===== config.mk =====
export PLATFORM = sky130hd
export DESIGN_NAME = ssq_mem_sequencer
export DESIGN_NICKNAME = d
export VERILOG_FILES = /design/src/rtl/ssq_pkg.sv /design/src/rtl/ssq_phase.sv /design/src/rtl/ssq_vid_marshal.sv /design/src/rtl/ssq_cpu_path.sv /design/src/rtl/ssq_mem_sequencer.sv
export SDC_FILE = /design/constraint.sdc
export NUM_CORES = 1
export LEC_CHECK = 0
export BUFFER_PORTS_ARGS = -buffer_cell sky130_fd_sc_hd__buf_2
export CAP_MARGIN = 20
export CORE_MARGIN = 3
export CORE_UTILIZATION = 43
export DETAILED_ROUTE_END_ITERATION = 8
export PLACE_DENSITY = 0.87
export SLEW_MARGIN = 40
export SYNTH_ARGS = -nofsm -noshare
export SYNTH_HDL_FRONTEND = slang
export SYNTH_SLANG_ARGS = --single-unit
export TNS_END_PERCENT = 10

===== constraint.sdc =====
create_clock -name clk -period 2.7 [get_ports clk]
set_input_delay 0.54 -clock clk [delete_from_list [all_inputs] [get_ports clk]]
set_output_delay 0.54 -clock clk [all_outputs]
set_load 0.03 [all_outputs]

===== src/rtl/ssq_pkg.sv =====
package ssq_pkg;
  localparam int PH_W = 3;
  localparam logic [PH_W-1:0] PH_VID_STB = 3'd1;
  localparam logic [PH_W-1:0] PH_VID_END = 3'd3;
  localparam logic [PH_W-1:0] PH_LK_STB  = 3'd5;
  localparam logic [PH_W-1:0] PH_DAT_STB = 3'd7;

  typedef enum logic [1:0] {SEG_VID, SEG_LK, SEG_DAT} seg_e;

  function automatic int imax(input int a, input int b);
    return (a > b) ? a : b;
  endfunction
endpackage


===== src/rtl/ssq_phase.sv =====
module ssq_phase
  import ssq_pkg::*;
(
  input  logic            clk,
  input  logic            rst_n,
  output logic [PH_W-1:0] ph,
  output logic            e_clk,
  output seg_e            seg,
  output logic            stb
);
  always_ff @(posedge clk) begin
    if (!rst_n) ph <= '0;
    else        ph <= ph + 1'b1;
  end

  assign e_clk = ph[PH_W-1];
  assign stb   = (ph == PH_VID_STB) || (ph == PH_LK_STB) || (ph == PH_DAT_STB);

  always_comb begin
    if (!ph[PH_W-1])       seg = SEG_VID;
    else if (ph < 3'd6)    seg = SEG_LK;
    else                   seg = SEG_DAT;
  end

  AST_E_RISE_FROM_VID: assert property (@(posedge clk) disable iff (!rst_n)
    $rose(e_clk) |-> ($past(seg) == SEG_VID));
endmodule


===== src/rtl/ssq_vid_marshal.sv =====
module ssq_vid_marshal #(
  parameter int DW = 8
) (
  input  logic          clk,
  input  logic          rst_n,
  input  logic          cap,
  input  logic          rise,
  input  logic [2*DW-1:0] word,
  output logic          vld,
  output logic [DW-1:0] dat
);
  logic [DW-1:0] hold;

  always_ff @(posedge clk) begin
    if (!rst_n) begin
      vld  <= 1'b0;
      dat  <= '0;
      hold <= '0;
    end else begin
      vld <= 1'b0;
      if (cap) begin
        dat  <= word[DW-1:0];
        hold <= word[2*DW-1:DW];
        vld  <= 1'b1;
      end else if (rise) begin
        dat <= hold;
        vld <= 1'b1;
      end
    end
  end

  AST_CAP_GIVES_BEAT: assert property (@(posedge clk) disable iff (!rst_n)
    cap |=> vld);
  AST_BEATS_APART: assert property (@(posedge clk) disable iff (!rst_n)
    vld |=> !vld);
endmodule


===== src/rtl/ssq_cpu_path.sv =====
module ssq_cpu_path #(
  parameter int DW     = 8,
  parameter int PAGE_W = 16,
  parameter int OFS_W  = 13
) (
  input  logic              clk,
  input  logic              rst_n,
  input  logic              lk_cap,
  input  logic              dat_stb,
  input  logic              req,
  input  logic              we,
  input  logic [OFS_W-1:0]  off,
  input  logic [PAGE_W-1:0] lk_rdata,
  input  logic [2*DW-1:0]   mr_rdata,
  output logic [PAGE_W-1:0] page_q,
  output logic              acc_ce,
  output logic              we_hi,
  output logic              we_lo,
  output logic              rvld,
  output logic [DW-1:0]     rdat
);
  logic hi_lane;
  assign hi_lane = off[0];

  assign acc_ce = dat_stb && req;
  assign we_hi  = acc_ce && we &&  hi_lane;
  assign we_lo  = acc_ce && we && !hi_lane;

  always_ff @(posedge clk) begin
    if (!rst_n) begin
      page_q <= '0;
      rvld   <= 1'b0;
      rdat   <= '0;
    end else begin
      rvld <= 1'b0;
      if (lk_cap) page_q <= lk_rdata;
      if (acc_ce && !we) begin
        rdat <= hi_lane ? mr_rdata[2*DW-1:DW] : mr_rdata[DW-1:0];
        rvld <= 1'b1;
      end
    end
  end

  AST_READ_ANSWERED: assert property (@(posedge clk) disable iff (!rst_n)
    (dat_stb && req && !we) |=> rvld);
  AST_IDLE_NO_STROBE: assert property (@(posedge clk) disable iff (!rst_n)
    !req |-> (!we_hi && !we_lo));
endmodule


===== src/rtl/ssq_mem_sequencer.sv =====
module ssq_mem_sequencer
  import ssq_pkg::*;
#(
  parameter  int DW     = 8,
  parameter  int PAGE_W = 16,
  parameter  int OFS_W  = 13,
  parameter  int LKA_W  = 16,
  parameter  int VA_W   = 19,
  localparam int MA_W   = PAGE_W + OFS_W - 1,
  localparam int AW     = imax(imax(MA_W, LKA_W), VA_W)
) (
  input  logic              clk,
  input  logic              rst_n,
  output logic              e_clk,
  input  logic [VA_W-1:0]   vid_addr,
  output logic              vid_valid,
  output logic [DW-1:0]     vid_data,
  input  logic              cpu_req,
  input  logic              cpu_we,
  input  logic [LKA_W-1:0]  cpu_lk_addr,
  input  logic [OFS_W-1:0]  cpu_off,
  input  logic [DW-1:0]     cpu_wdata,
  output logic              cpu_rvalid,
  output logic [DW-1:0]     cpu_rdata,
  output logic [AW-1:0]     mem_addr,
  output logic              lk_ce,
  input  logic [PAGE_W-1:0] lk_rdata,
  output logic              mr_ce,
  output logic              mr_we_hi,
  output logic              mr_we_lo,
  output logic [DW-1:0]     mr_wdata,
  input  logic [2*DW-1:0]   mr_rdata
);
  logic [PH_W-1:0]   ph;
  seg_e              seg;
  logic              stb;
  logic [PAGE_W-1:0] page_q;
  logic              cpu_ce;
  logic              vid_stb;

  ssq_phase u_phase (
    .clk(clk), .rst_n(rst_n), .ph(ph), .e_clk(e_clk), .seg(seg), .stb(stb)
  );

  assign vid_stb = stb && (seg == SEG_VID);
  assign lk_ce   = stb && (seg == SEG_LK);

  ssq_vid_marshal #(.DW(DW)) u_vid (
    .clk(clk), .rst_n(rst_n),
    .cap(vid_stb), .rise(ph == PH_VID_END),
    .word(mr_rdata), .vld(vid_valid), .dat(vid_data)
  );

  ssq_cpu_path #(.DW(DW), .PAGE_W(PAGE_W), .OFS_W(OFS_W)) u_cpu (
    .clk(clk), .rst_n(rst_n),
    .lk_cap(lk_ce), .dat_stb(stb && (seg == SEG_DAT)),
    .req(cpu_req), .we(cpu_we), .off(cpu_off),
    .lk_rdata(lk_rdata), .mr_rdata(mr_rdata),
    .page_q(page_q), .acc_ce(cpu_ce),
    .we_hi(mr_we_hi), .we_lo(mr_we_lo),
    .rvld(cpu_rvalid), .rdat(cpu_rdata)
  );

  assign mr_ce    = vid_stb || cpu_ce;
  assign mr_wdata = ((seg == SEG_DAT) && cpu_req && cpu_we) ? cpu_wdata : '0;

  always_comb begin
    mem_addr = '0;
    case (seg)
      SEG_VID: mem_addr[VA_W-1:0]  = vid_addr;
      SEG_LK:  mem_addr[LKA_W-1:0] = cpu_lk_addr;
      default: mem_addr[MA_W-1:0]  = {page_q, cpu_off[OFS_W-1:1]};
    endcase
  end

  AST_NO_DUAL_CE: assert property (@(posedge clk) disable iff (!rst_n)
    !(lk_ce && mr_ce));
  AST_EDGE_IDLE: assert property (@(posedge clk) disable iff (!rst_n)
    (e_clk != $past(e_clk)) |-> (!lk_ce && !mr_ce));
  AST_WE_UNDER_CE: assert property (@(posedge clk) disable iff (!rst_n)
    (mr_we_hi || mr_we_lo) |-> (mr_ce && e_clk));
  AST_ONE_LANE: assert property (@(posedge clk) disable iff (!rst_n)
    !(mr_we_hi && mr_we_lo));
endmodule


==> impl_results.rst <==
.. list-table::
   :header-rows: 1

   * - Metric
     - Value
   * - Count of cells along the worst hold path
     - 2
   * - Antenna violations before repair
     - 0
   * - Internal portion of total power
     - 1.04 mW
   * - Initial DRC Count
     - 93
   * - Count of state elements after synthesis
     - 45
   * - CTS H-tree lvls
     - 2
   * - Portion of total power attributed to the clock network
     - 0.267
   * - Power density normalized to cell area
     - 472 mW/mm^2
   * - Routability Congestion
     - 0.738
   * - Final min period
     - 2.50 ns
   * - Wire length of the first global-routing pass
     - 10.5 mm
   * - Worst ir drop on vdd
     - 309 uV
   * - Number of cells produced by synthesis
     - 291
   * - Fmax
     - 399 MHz
   * - Origin of the worst setup path
     - u_phase.ph[0]
   * - Std cell rows
     - 27
   * - Relative slew slack
     - 0.538
   * - Post-CTS setup buffer count
     - 0
   * - RSZ-0062 raised after global routing
     - no
   * - Overflow after GRT
     - 0
   * - Count of pins on the block boundary
     - 151
   * - Fill cell total of the finished layout
     - 503
   * - Leakage
     - 1.80 nW
   * - Initial Util
     - 0.449
   * - Commonest cells after routing, fill and taps aside
     - buf_2, dfxtp_1, mux2i_1
   * - Half-perimeter wire length after detailed placement
     - 5.50 mm
   * - Critical path data required time
     - 2.16 ns
   * - Reg-to-Reg Start
     - u_phase.ph[2]
   * - Die W
     - 82.1 um
   * - Root Driver
     - clkbuf_8
   * - Synth warnings
     - 0
   * - Data arrival at the endpoint of the critical path
     - 1.96 ns
   * - Clock tree from TritonCTS
     - built
   * - Final cell count without fillers
     - 498
   * - Post-layout utilization of the core
     - 0.595
   * - Classification of the worst setup path
     - flip-flop to output pin
   * - Max Slew Vio Count
     - 0
   * - NetSw
     - 515 uW
   * - Worst min-delay path startpoint
     - u_vid.hold[4]
   * - Unique cell type count in the Yosys netlist
     - 30
   * - Sequential-to-total area share from yosys stat
     - 0.362
   * - Total die area
     - 0.00673 sq mm
   * - Average instance area after synthesis
     - 8.55 sq um
   * - Most common library cell in the layout ignoring fill and taps
     - buf_2
   * - Insertion delay of the later-clocked pin in the worst-skew pair
     - 0.29 ns
   * - Antenna violation net count after detailed routing
     - 0
   * - Number of global-route vias before repair
     - 2330
   * - Main area contributors after synthesis
     - dfxtp_1, mux2i_1, o211a_1
   * - Count of input and output buffers
     - 150
   * - Cell depth of the worst flop-to-flop path
     - 6
   * - Area share of the largest cell type after synthesis
     - 0.362
   * - Final setup vio count
     - 0
   * - Path class of the lowest-slack min-delay path
     - flip-flop to flip-flop
   * - CTS max path bufs
     - 2
   * - Vias after detailed routing
     - 2623
   * - Maximum net fanout on the critical path
     - 17
   * - Wire per inst
     - 14.5 um
   * - Via-to-Cell Ratio
     - 5.27
   * - Final hold viol count
     - 0
   * - TritonCTS Buffers
     - 5
   * - Area growth from synthesis to layout
     - 32.6%
   * - Element type at the critical path start
     - flip-flop
   * - Post-synth net total
     - 387
   * - Post-route clock skew
     - 0.00689 ns
   * - Share of the clock period used by the worst path
     - 0.927
   * - Cell area after synthesis
     - 0.00249 sq mm
   * - Status
     - finished, final reports clean
   * - Total negative slack
     - 0 ns
   * - Proportion of power drawn by flip-flops and latches
     - 0.455
   * - Floorplan die height
     - 82.1 um
   * - Total of cells resized after clock tree synthesis
     - 0
   * - Fraction of power spent switching nets
     - 0.331
   * - Sink count of the clock tree
     - 45
   * - Number of max-capacitance violations reported
     - 0
   * - Total routed wirelength
     - 7.21 mm
   * - DRC errors left
     - 0
   * - Core region area
     - 0.00554 sq mm
   * - Library cell with the largest summed area after synthesis
     - dfxtp_1
   * - Cell total after placement
     - 490
   * - Final Net Count
     - 521
   * - Total GRT Usage
     - 0.202
   * - Clk pin slew, worst setup/hold paths
     - 0.09 ns
   * - Fraction of final layout cells with drive strength greater than 1
     - 0.394
   * - Power share of the combinational group
     - 0.278
   * - Antenna Cells
     - 0
   * - Count of hold buffers inserted by post-cts repair
     - 0
   * - Largest net degree at the start of global routing
     - 53
   * - 1st-pass router iterations
     - 4
   * - Least-Margin Pin Slew
     - 0.692 ns
   * - Worst setup EP type
     - output pin
cell families after synthesis:
| logic type | synth area share |
|---|---|
| multiplexers | 0.129 |
| AO/OA/AOI/OAI | 0.229 |
| flip-flops | 0.362 |
| buffers and inverters | 0.0669 |
| AND/OR/NAND/NOR | 0.193 |
| adder cells (fa/ha/maj) | 0.0201 |
synthesized netlist by cell type:
cell and instances:
mux2i_1 32, o2bb2ai_1 3, and3_1 18, clkbuf_1 10, nor2_1 19, o21ba_2 1, o211a_1 16, o21ai_0 16
and2_4 1, o21a_1 1, a21boi_0 19, nand2b_1 1, inv_1 3, a21oi_1 17, clkbuf_2 2, or2_2 1
nor2b_1 3, buf_6 4, dfxtp_1 45, o21bai_2 1, and2b_1 1, ha_1 4, o21ba_1 1, nor2_2 1
a21boi_1 5, buf_2 11, nand2_1 28, and3_4 1, buf_4 1, nand3_1 25
critical path: stages (launching register included):
cell and delay, ns:
dfxtp_1 0.34, ha_1 0.22, ha_1 0.25, or2_2 0.45
nand3_1 0.16, nor2_1 0.05, buf_2 0.18
power groups by stage:
stage | clock (mW) | combinational (mW) | sequential (mW)
after floorplan | 0 | 0.257 | 0.753
after global placement | 0 | 0.427 | 0.722
after detailed placement | 0 | 0.434 | 0.723
after CTS | 0.425 | 0.435 | 0.708
after global routing | 0.455 | 0.469 | 0.712
final | 0.415 | 0.432 | 0.708
metal layers:
layer	global-route usage	share of wire	wire length, um	up-vias
met5	0	0	0	-
met4	0.0349	0.0043	31	0
met3	0.0592	0.11	768	4
met2	0.392	0.52	3720	118
met1	0.215	0.37	2690	1203
li1	-	-	-	1298
state kept, by name (all words and copies together) (netlist names):
signal / count
u_vid.hold: 8
u_cpu.rvld: 1
u_phase.ph: 3
u_cpu.page_q: 16
u_vid.dat: 8
u_vid.vld: 1
u_cpu.rdat: 8
final cells by class:
class	instances	area, sq um	area share
Clock buffer	6	72.6	0.0220
Inverter	3	11.3	0.00341
Tap cell	72	90.1	0.0273
Multi-Input combinational cell	215	1420	0.431
Timing Repair Buffer	155	788	0.239
Sequential cell	45	901	0.273
Clock inverter	2	15.0	0.00455
worst paths after layout:
| kind | end | slack [ns] |
|---|---|---|
| setup / recovery | mr_we_lo | 0.20 |
| hold / removal | u_vid.hold[4] | 0.46 |
| setup reg to reg | u_vid.dat[4] | 0.81 |
| hold reg to reg | u_vid.hold[4] | 0.46 |
per-stage QoR:
| stage | hold WS, ns | total power, mW | area [sq um] | setup slack (ns) |
|---|---|---|---|---|
| floorplan | 0.426 | 1.01 | 2490 | 0.211 |
| global placement | 0.439 | 1.15 | 3210 | 0.560 |
| detailed placement | 0.449 | 1.16 | 3210 | 0.504 |
| CTS | 0.463 | 1.57 | 3300 | 0.161 |
| global route | 0.487 | 1.64 | 3300 | 0.00492 |
| finish | 0.463 | 1.56 | 3300 | 0.196 |
(Power assumes the default switching activity.)
